**config.mk**
```make
export PLATFORM = sky130hd
export DESIGN_NAME = dmem_core
export DESIGN_NICKNAME = d
export VERILOG_FILES = /design/src/rtl/dmem_pkg.sv /design/src/rtl/dmem_access_decode.sv /design/src/rtl/dmem_word_bank.sv /design/src/rtl/dmem_core.sv
export SDC_FILE = /design/constraint.sdc
export NUM_CORES = 1
export LEC_CHECK = 0
export BUFFER_PORTS_ARGS = -buffer_cell sky130_fd_sc_hd__buf_2
export CAP_MARGIN = 20
export CORE_MARGIN = 2
export CORE_UTILIZATION = 40
export DETAILED_ROUTE_END_ITERATION = 6
export HOLD_SLACK_MARGIN = 0.1
export PLACE_DENSITY = 0.55
export SYNTH_ARGS = -nofsm -noshare
export SYNTH_HDL_FRONTEND = slang
export SYNTH_SLANG_ARGS = --single-unit
```
**constraint.sdc**
```tcl
create_clock -name clk -period 4.1 [get_ports clk]
set_input_delay 0.615 -clock clk [delete_from_list [all_inputs] [get_ports clk]]
set_output_delay 0.615 -clock clk [all_outputs]
set_load 0.1 [all_outputs]
```
**src/rtl/dmem_pkg.sv**
```systemverilog
package dmem_pkg;

    typedef enum logic [1:0] {
        ACC_IDLE  = 2'd0,
        ACC_READ  = 2'd1,
        ACC_WRITE = 2'd2,
        ACC_CLASH = 2'd3
    } acc_kind_e;

    typedef struct packed {
        acc_kind_e kind;
        logic      in_range;
        logic      fault;
        logic      rd_ok;
        logic      wr_ok;
    } acc_info_t;

endpackage

```
**src/rtl/dmem_access_decode.sv**
```systemverilog
module dmem_access_decode
    import dmem_pkg::*;
#(
    parameter int ADDR_W = 5,
    parameter int DEPTH  = 12
) (
    input  logic [ADDR_W-1:0] addr,
    input  logic              rd_en,
    input  logic              wr_en,
    output acc_info_t         info
);

    localparam logic [ADDR_W:0] LIMIT = (ADDR_W+1)'(DEPTH);

    always_comb begin
        info          = '0;
        info.in_range = ({1'b0, addr} < LIMIT);
        unique case ({rd_en, wr_en})
            2'b10:   info.kind = ACC_READ;
            2'b01:   info.kind = ACC_WRITE;
            2'b11:   info.kind = ACC_CLASH;
            default: info.kind = ACC_IDLE;
        endcase
        info.fault = (info.kind == ACC_CLASH) ||
                     ((info.kind != ACC_IDLE) && !info.in_range);
        info.rd_ok = (info.kind == ACC_READ)  && info.in_range;
        info.wr_ok = (info.kind == ACC_WRITE) && info.in_range;
    end

endmodule

```
**src/rtl/dmem_word_bank.sv**
```systemverilog
module dmem_word_bank #(
    parameter int WORD_W = 64,
    parameter int DEPTH  = 12,
    parameter int IDX_W  = (DEPTH > 1) ? $clog2(DEPTH) : 1
) (
    input  logic              clk,
    input  logic              rst_n,
    input  logic              wr_ok,
    input  logic              rd_ok,
    input  logic [IDX_W-1:0]  idx,
    input  logic [WORD_W-1:0] wdata,
    output logic [WORD_W-1:0] rdata
);

    typedef struct packed {
        logic [DEPTH-1:0][WORD_W-1:0] words;
    } bank_state_t;

    bank_state_t       st_d;
    bank_state_t       st_q;
    logic [DEPTH-1:0]  wr_sel;

    for (genvar i = 0; i < DEPTH; i++) begin : g_sel
        assign wr_sel[i] = wr_ok && (idx == IDX_W'(i));
    end

    always_comb begin
        st_d = st_q;
        for (int i = 0; i < DEPTH; i++) begin
            if (wr_sel[i]) begin
                st_d.words[i] = wdata;
            end
        end
    end

    always_ff @(posedge clk or negedge rst_n) begin
        if (!rst_n) begin
            st_q <= '0;
        end else begin
            st_q <= st_d;
        end
    end

    always_comb begin
        rdata = '0;
        if (rd_ok) begin
            rdata = st_q.words[idx];
        end
    end

    // at most one word is targeted per cycle
    p_single_target_r3: assert property (@(posedge clk) disable iff (!rst_n)
        $onehot0(wr_sel));

    for (genvar i = 0; i < DEPTH; i++) begin : g_chk
        // a selected word holds the written data after the edge
        p_commit_r3: assert property (@(posedge clk) disable iff (!rst_n)
            wr_sel[i] |=> (st_q.words[i] == $past(wdata)));
        // an unselected word never moves
        p_hold_r5: assert property (@(posedge clk) disable iff (!rst_n)
            !wr_sel[i] |=> $stable(st_q.words[i]));
    end

endmodule

```
**src/rtl/dmem_core.sv**
```systemverilog
module dmem_core
    import dmem_pkg::*;
#(
    parameter int WORD_W = 64,
    parameter int DEPTH  = 12,
    parameter int ADDR_W = 5
) (
    input  logic              clk,
    input  logic              rst_n,
    input  logic [ADDR_W-1:0] addr,
    input  logic [WORD_W-1:0] wr_data,
    input  logic              rd_en,
    input  logic              wr_en,
    output logic [WORD_W-1:0] rd_data,
    output logic              err
);

    localparam int              IDX_W = (DEPTH > 1) ? $clog2(DEPTH) : 1;
    localparam logic [ADDR_W:0] LIMIT = (ADDR_W+1)'(DEPTH);

    acc_info_t info;

    dmem_access_decode #(
        .ADDR_W (ADDR_W),
        .DEPTH  (DEPTH)
    ) u_decode (
        .addr  (addr),
        .rd_en (rd_en),
        .wr_en (wr_en),
        .info  (info)
    );

    dmem_word_bank #(
        .WORD_W (WORD_W),
        .DEPTH  (DEPTH),
        .IDX_W  (IDX_W)
    ) u_bank (
        .clk   (clk),
        .rst_n (rst_n),
        .wr_ok (info.wr_ok),
        .rd_ok (info.rd_ok),
        .idx   (addr[IDX_W-1:0]),
        .wdata (wr_data),
        .rdata (rd_data)
    );

    assign err = info.fault;

    // in-range single read reports no fault
    p_read_clean_r2: assert property (@(posedge clk) disable iff (!rst_n)
        (rd_en && !wr_en && ({1'b0, addr} < LIMIT)) |-> !err);
    // single strobe beyond depth raises the fault
    p_range_fault_r4: assert property (@(posedge clk) disable iff (!rst_n)
        ((rd_en != wr_en) && ({1'b0, addr} >= LIMIT)) |-> err);
    // any faulted cycle drives zero data
    p_fault_zero_r6: assert property (@(posedge clk) disable iff (!rst_n)
        err |-> (rd_data == '0));
    // both strobes together are always a fault
    p_clash_fault_r7: assert property (@(posedge clk) disable iff (!rst_n)
        (rd_en && wr_en) |-> err);
    // idle cycle is quiet on both outputs
    p_idle_quiet_r8: assert property (@(posedge clk) disable iff (!rst_n)
        (!rd_en && !wr_en) |-> (!err && (rd_data == '0)));

endmodule

```
### Yosys cells after proc, flatten, opt, wreduce, memory -nomap -nowiden

Cells that the tools add are included.

* shift-type cells: 0
* mux-type cells: 4
* multiply operators: 0
* magnitude comparators: 2
* add/sub/neg operators: 0
* eq/ne operators: 17
* reduce and logical (&&, ||, !) cells: 19
* bitwise gates (word level): 0
* div/mod/pow operators: 0

Operator list (number)
* $bmux W64 S4: 1
* $mux W64: 2
* $eq A4 B3 Y1 const B: 4
* $eq A4 B4 Y1 const B: 4
* $logic_and A1 B1 Y1: 15
* $eq A2 B2 Y1 const B: 4
* $eq A4 B2 Y1 const B: 2
* $pmux W2 S3: 1
* $lt A4 B5 Y1 const B: 1
* $lt A5 B4 Y1 const B: 1
* $eq A2 B1 Y1 const B: 2
* $eq A4 B1 Y1 const B: 1
* $logic_not A4 Y1: 1
* $reduce_bool A2 Y1: 1
* $logic_not A1 Y1: 1
* $logic_or A1 B1 Y1: 1

* flip-flop bits (word level): 768
* memories: 0
* ROM bits: 0
* input port bits: 73
* bits in latches: 0
* output and inout port bits: 65
* bits in writable memories: 0
* logic and storage cells: 54

### Logic depth before layout (Yosys ltp)

* depth in word-level cells: 5
* mapped depth: 6
* gate-level depth less buffers: 3

### By module

A second synthesis with hierarchy kept.

* cells, all modules: 2301
* area, all modules: 35276.3 um^2

By module, submodules not included
* dmem_word_bank: area each 35231.3 um^2, cells an instance 2294, times used 1, sequential area each 19218.4 um^2
* dmem_access_decode: area each 45.0 um^2, cells an instance 7, times used 1, sequential area each 0.0 um^2

### Worst setup path after synthesis

OpenSTA, ideal clock, no wires.

* path kind: input to output
* start point: input port addr[1]
* end point: output port rd_data[62]
* stages on the path: 5
* required time: 3.485 ns
* slack: -0.418 ns
* arrival time: 3.903 ns
* buffers on the path: 3
* path through: clkbuf_1 > clkbuf_1 > clkbuf_1 > mux2i_1 > o31ai_1

* cells in the longest elaborated chain, start to end: 3
* elaborated cells on any way between the ends: 5
* those cells by class: 1 x order compare; 3 x mux; 1 x reduce/logical

Ends and longest elaborated chain
* from (decl): RTL line dmem_core.sv:10 `input logic [ADDR_W-1:0] addr,`
* $bmux W64 S4 or $lt A5 B4 Y1 (tied branches): RTL line dmem_word_bank.sv:47, dmem_access_decode.sv:17
* $mux W64 (not written as such) or $logic_and A1 B1 Y1 (tied branches): RTL line dmem_word_bank.sv:47, dmem_access_decode.sv:26
* $mux W64 (*): RTL line dmem_word_bank.sv:46 `if (rd_ok) begin`
* to (decl): RTL line dmem_core.sv:14 `output logic [WORD_W-1:0] rd_data,`

Every way passes the cells marked *; elsewhere a longest branch is shown, timed or not. The select of a mux whose other input is x is not followed.

### Worst setup path after layout

* start point: input port addr[0]
* end point: output port rd_data[63]

Same word-level chain as after synthesis.

==> metrics.txt <==
number of antenna violations at the first check in global routing 15; Resize count post-CTS 0; register containing the most flip-flops in the final layout u_bank.st_q; part of the total power dissipated in combinational logic 11.8%; grt peak-use layer met2; combined global-route utilization of all metal layers 20.4%; RSZ-0062 raised after global routing false; via count of the first global-routing pass 21.3k; run status finished clean; Leak Pwr 18.3 nW; Post-Synthesis Net Count 2232; placed wire-length estimate 49900 um; Post-Route Setup TNS 0 ns; number of primary I/O pins 138; worst-case vdd ir drop 0.259 mV; maximum clock frequency 290 MHz; I/O Buffers 137; overall die height 297 um; internal power 15.0 mW; final RePlAce weighted congestion 0.719; register share of total power 46.4%; registers with the most flip-flops u_bank.st_q (768); largest net degree at the start of global routing 93; met3 layer usage reported by global route 3.28%; Worst setup SP type input port; P per Cell Area 493 nW/um^2; path category of the worst min-delay check in2reg; area growth from synthesis to layout 15.5%; proportion of synthesized chip area in sequential cells 56.0%; Synth warnings 0; total length of routed wires 88900 um; Hold Vio Cnt, Final 0; max FFs per register 768; vias per std cell 5.61; largest fanout of any net on the critical path 53; width of the die 297 um; CTS tree built; net switching share of the total power 23.3%; Global Route met2 Usage 32.7%; number of clock sinks 768; gate count of the mapped netlist 2159; first drt pass iteration count 5; worst path arrival time 2.83 ns; clock insertion delay at the later pin of the skew report 0.61 ns; fraction of final layout cells sized beyond drive strength 1 57.3%; Wirelength per Cell 25.7 um; area of the die 88200 sq um; starting density of the core 40.3%; Global Route met1 Usage 29.1%; worst clock skew 0 ns; measured slew at the worst slew-check pin 0.932 ns; most frequent cells in the layout dfrtp_1, mux2_2, mux4_2, buf_2, clkbuf_16; final worst-path cycle share 84.0%; number of nets at the end of the flow 2319; cell row count 107; most common cell after layout, fill and taps aside dfrtp_1; WHS 0.381 ns; Netlist Area Pre-Place 34300 sq um; Antenna Violating Nets Remaining 0; startpoint-to-endpoint class of the critical path in2out; Clock Root Buffer clkbuf_16; endpoint class of the critical path primary output; total vias in the final route 19.4k; Post-CTS Setup Bufs 0; flop and latch count out of synthesis 768; Required @ worst endpoint 3.48 ns; distinct cell type count after synthesis 26; Max-slew headroom 37.9%; standard cell core area 85100 sq um; switching power of the nets 4.56 mW; crit path time final 3.44 ns; total number of H-tree levels 3; Clk network pwr share 41.8%; total chip power 19.5 mW; initial drt markers 1066; Final Max Slew Viols 0; maximum clock insertion buffer count 3; count of max-cap constraint violations 0; CTS clock-pin slew for the worst setup and hold paths 0.05 ns; DRC violations left 0; average size of a mapped cell 15.9 sq um; number of buffers created by CTS 86; standard cell area after detailed placement 36600 sq um; final standard cell utilization of the core 46.6%; Setup Viol. Count Final 0; Hold-fix buffers, CTS 1; total gr overflow 0; fin area 39600 sq um; wire length of the first global-routing pass 138000 um
area by class of cell:
cell class,count,area [sq um]
fillers,7393,45500
flip-flops and latches,768,19200
multi-input cells,1178,14300
clock buffers,123,2550
repair buffers,212,1630
well taps,1144,1430
clock inverters,30,464
diodes,5,12.5
final timing paths:
kind / cells past startpoint / endpoint / startpoint / slack (ns)
setup / recovery: 6 / rd_data[63] / addr[0] / 0.66
hold / removal: 2 / u_bank.st_q[231] / wr_data[39] / 0.38
setup reg to reg: 1 / u_bank.st_q[281] / u_bank.st_q[281] / 3.32
hold reg to reg: 1 / u_bank.st_q[204] / u_bank.st_q[204] / 0.48
max in group asynchronous: 4 / u_bank.st_q[26] / rst_n / 2.27
min in group asynchronous: 2 / u_bank.st_q[7] / rst_n / 0.59
power groups by stage:
stage          clock network (mW)  registers, mW  logic [mW]
2_1_floorplan                   0           9.01        1.77
3_3_place_gp                    0           9.12        2.26
3_5_place_dp                    0           9.20        2.34
4_1_cts                      8.36           9.07        2.35
5_1_grt                      8.71           9.19        2.51
6_report                     8.17           9.07        2.31
logic make-up after synthesis:
kind of cell	synth area share [%]
flip-flops	56.0
AND/OR/NAND/NOR	1.24
AO/OA/AOI/OAI	2.34
buffers and inverters	2.63
multiplexers	37.8
layer usage:
layer	share of wire [%]	vias to the layer above	wire, um
met5	0.090	-	80
met4	1.9	14	1660
met3	4.3	124	3820
met2	48	357	42300
met1	46	10705	41000
li1	-	8225	-
synth_stat cells (all sizes together):
library cell  number  area share, %
nor2b              4          0.073
nand4              1          0.018
nor4               1          0.062
or3b               1          0.026
and3b              1          0.026
a21oi             63           0.92
mux4             192             13
buf               63           0.99
nor3               1          0.047
or4b               1          0.029
nor3b              3          0.066
mux2i              1          0.029
a221oi             1          0.026
o31ai              1          0.022
a22oi             63            1.4
nand3              6          0.087
nor2               4          0.044
nand2             64           0.70
nor4b              1          0.044
clkbuf           150            1.6
nand3b             1          0.022
dfrtp            768             56
mux2             768             25
critical path: stages:
cell and delay [ns]:
buf_8 0.47, buf_4 0.45, mux4_2 0.56, a22oi_1 0.19, a21oi_1 0.13, buf_2 0.33
per-stage QoR:
| stage | std cells | worst slack (ns) |
|---|---|---|
| floorplan | 2159 | 0.149 |
| detailed placement | 3301 | 0.593 |
| global placement | 3301 | 0.575 |
| CTS | 3455 | 0.588 |
| finish | 3460 | 0.658 |
| global route | 3458 | 0.477 |
(Power assumes the default switching activity.)
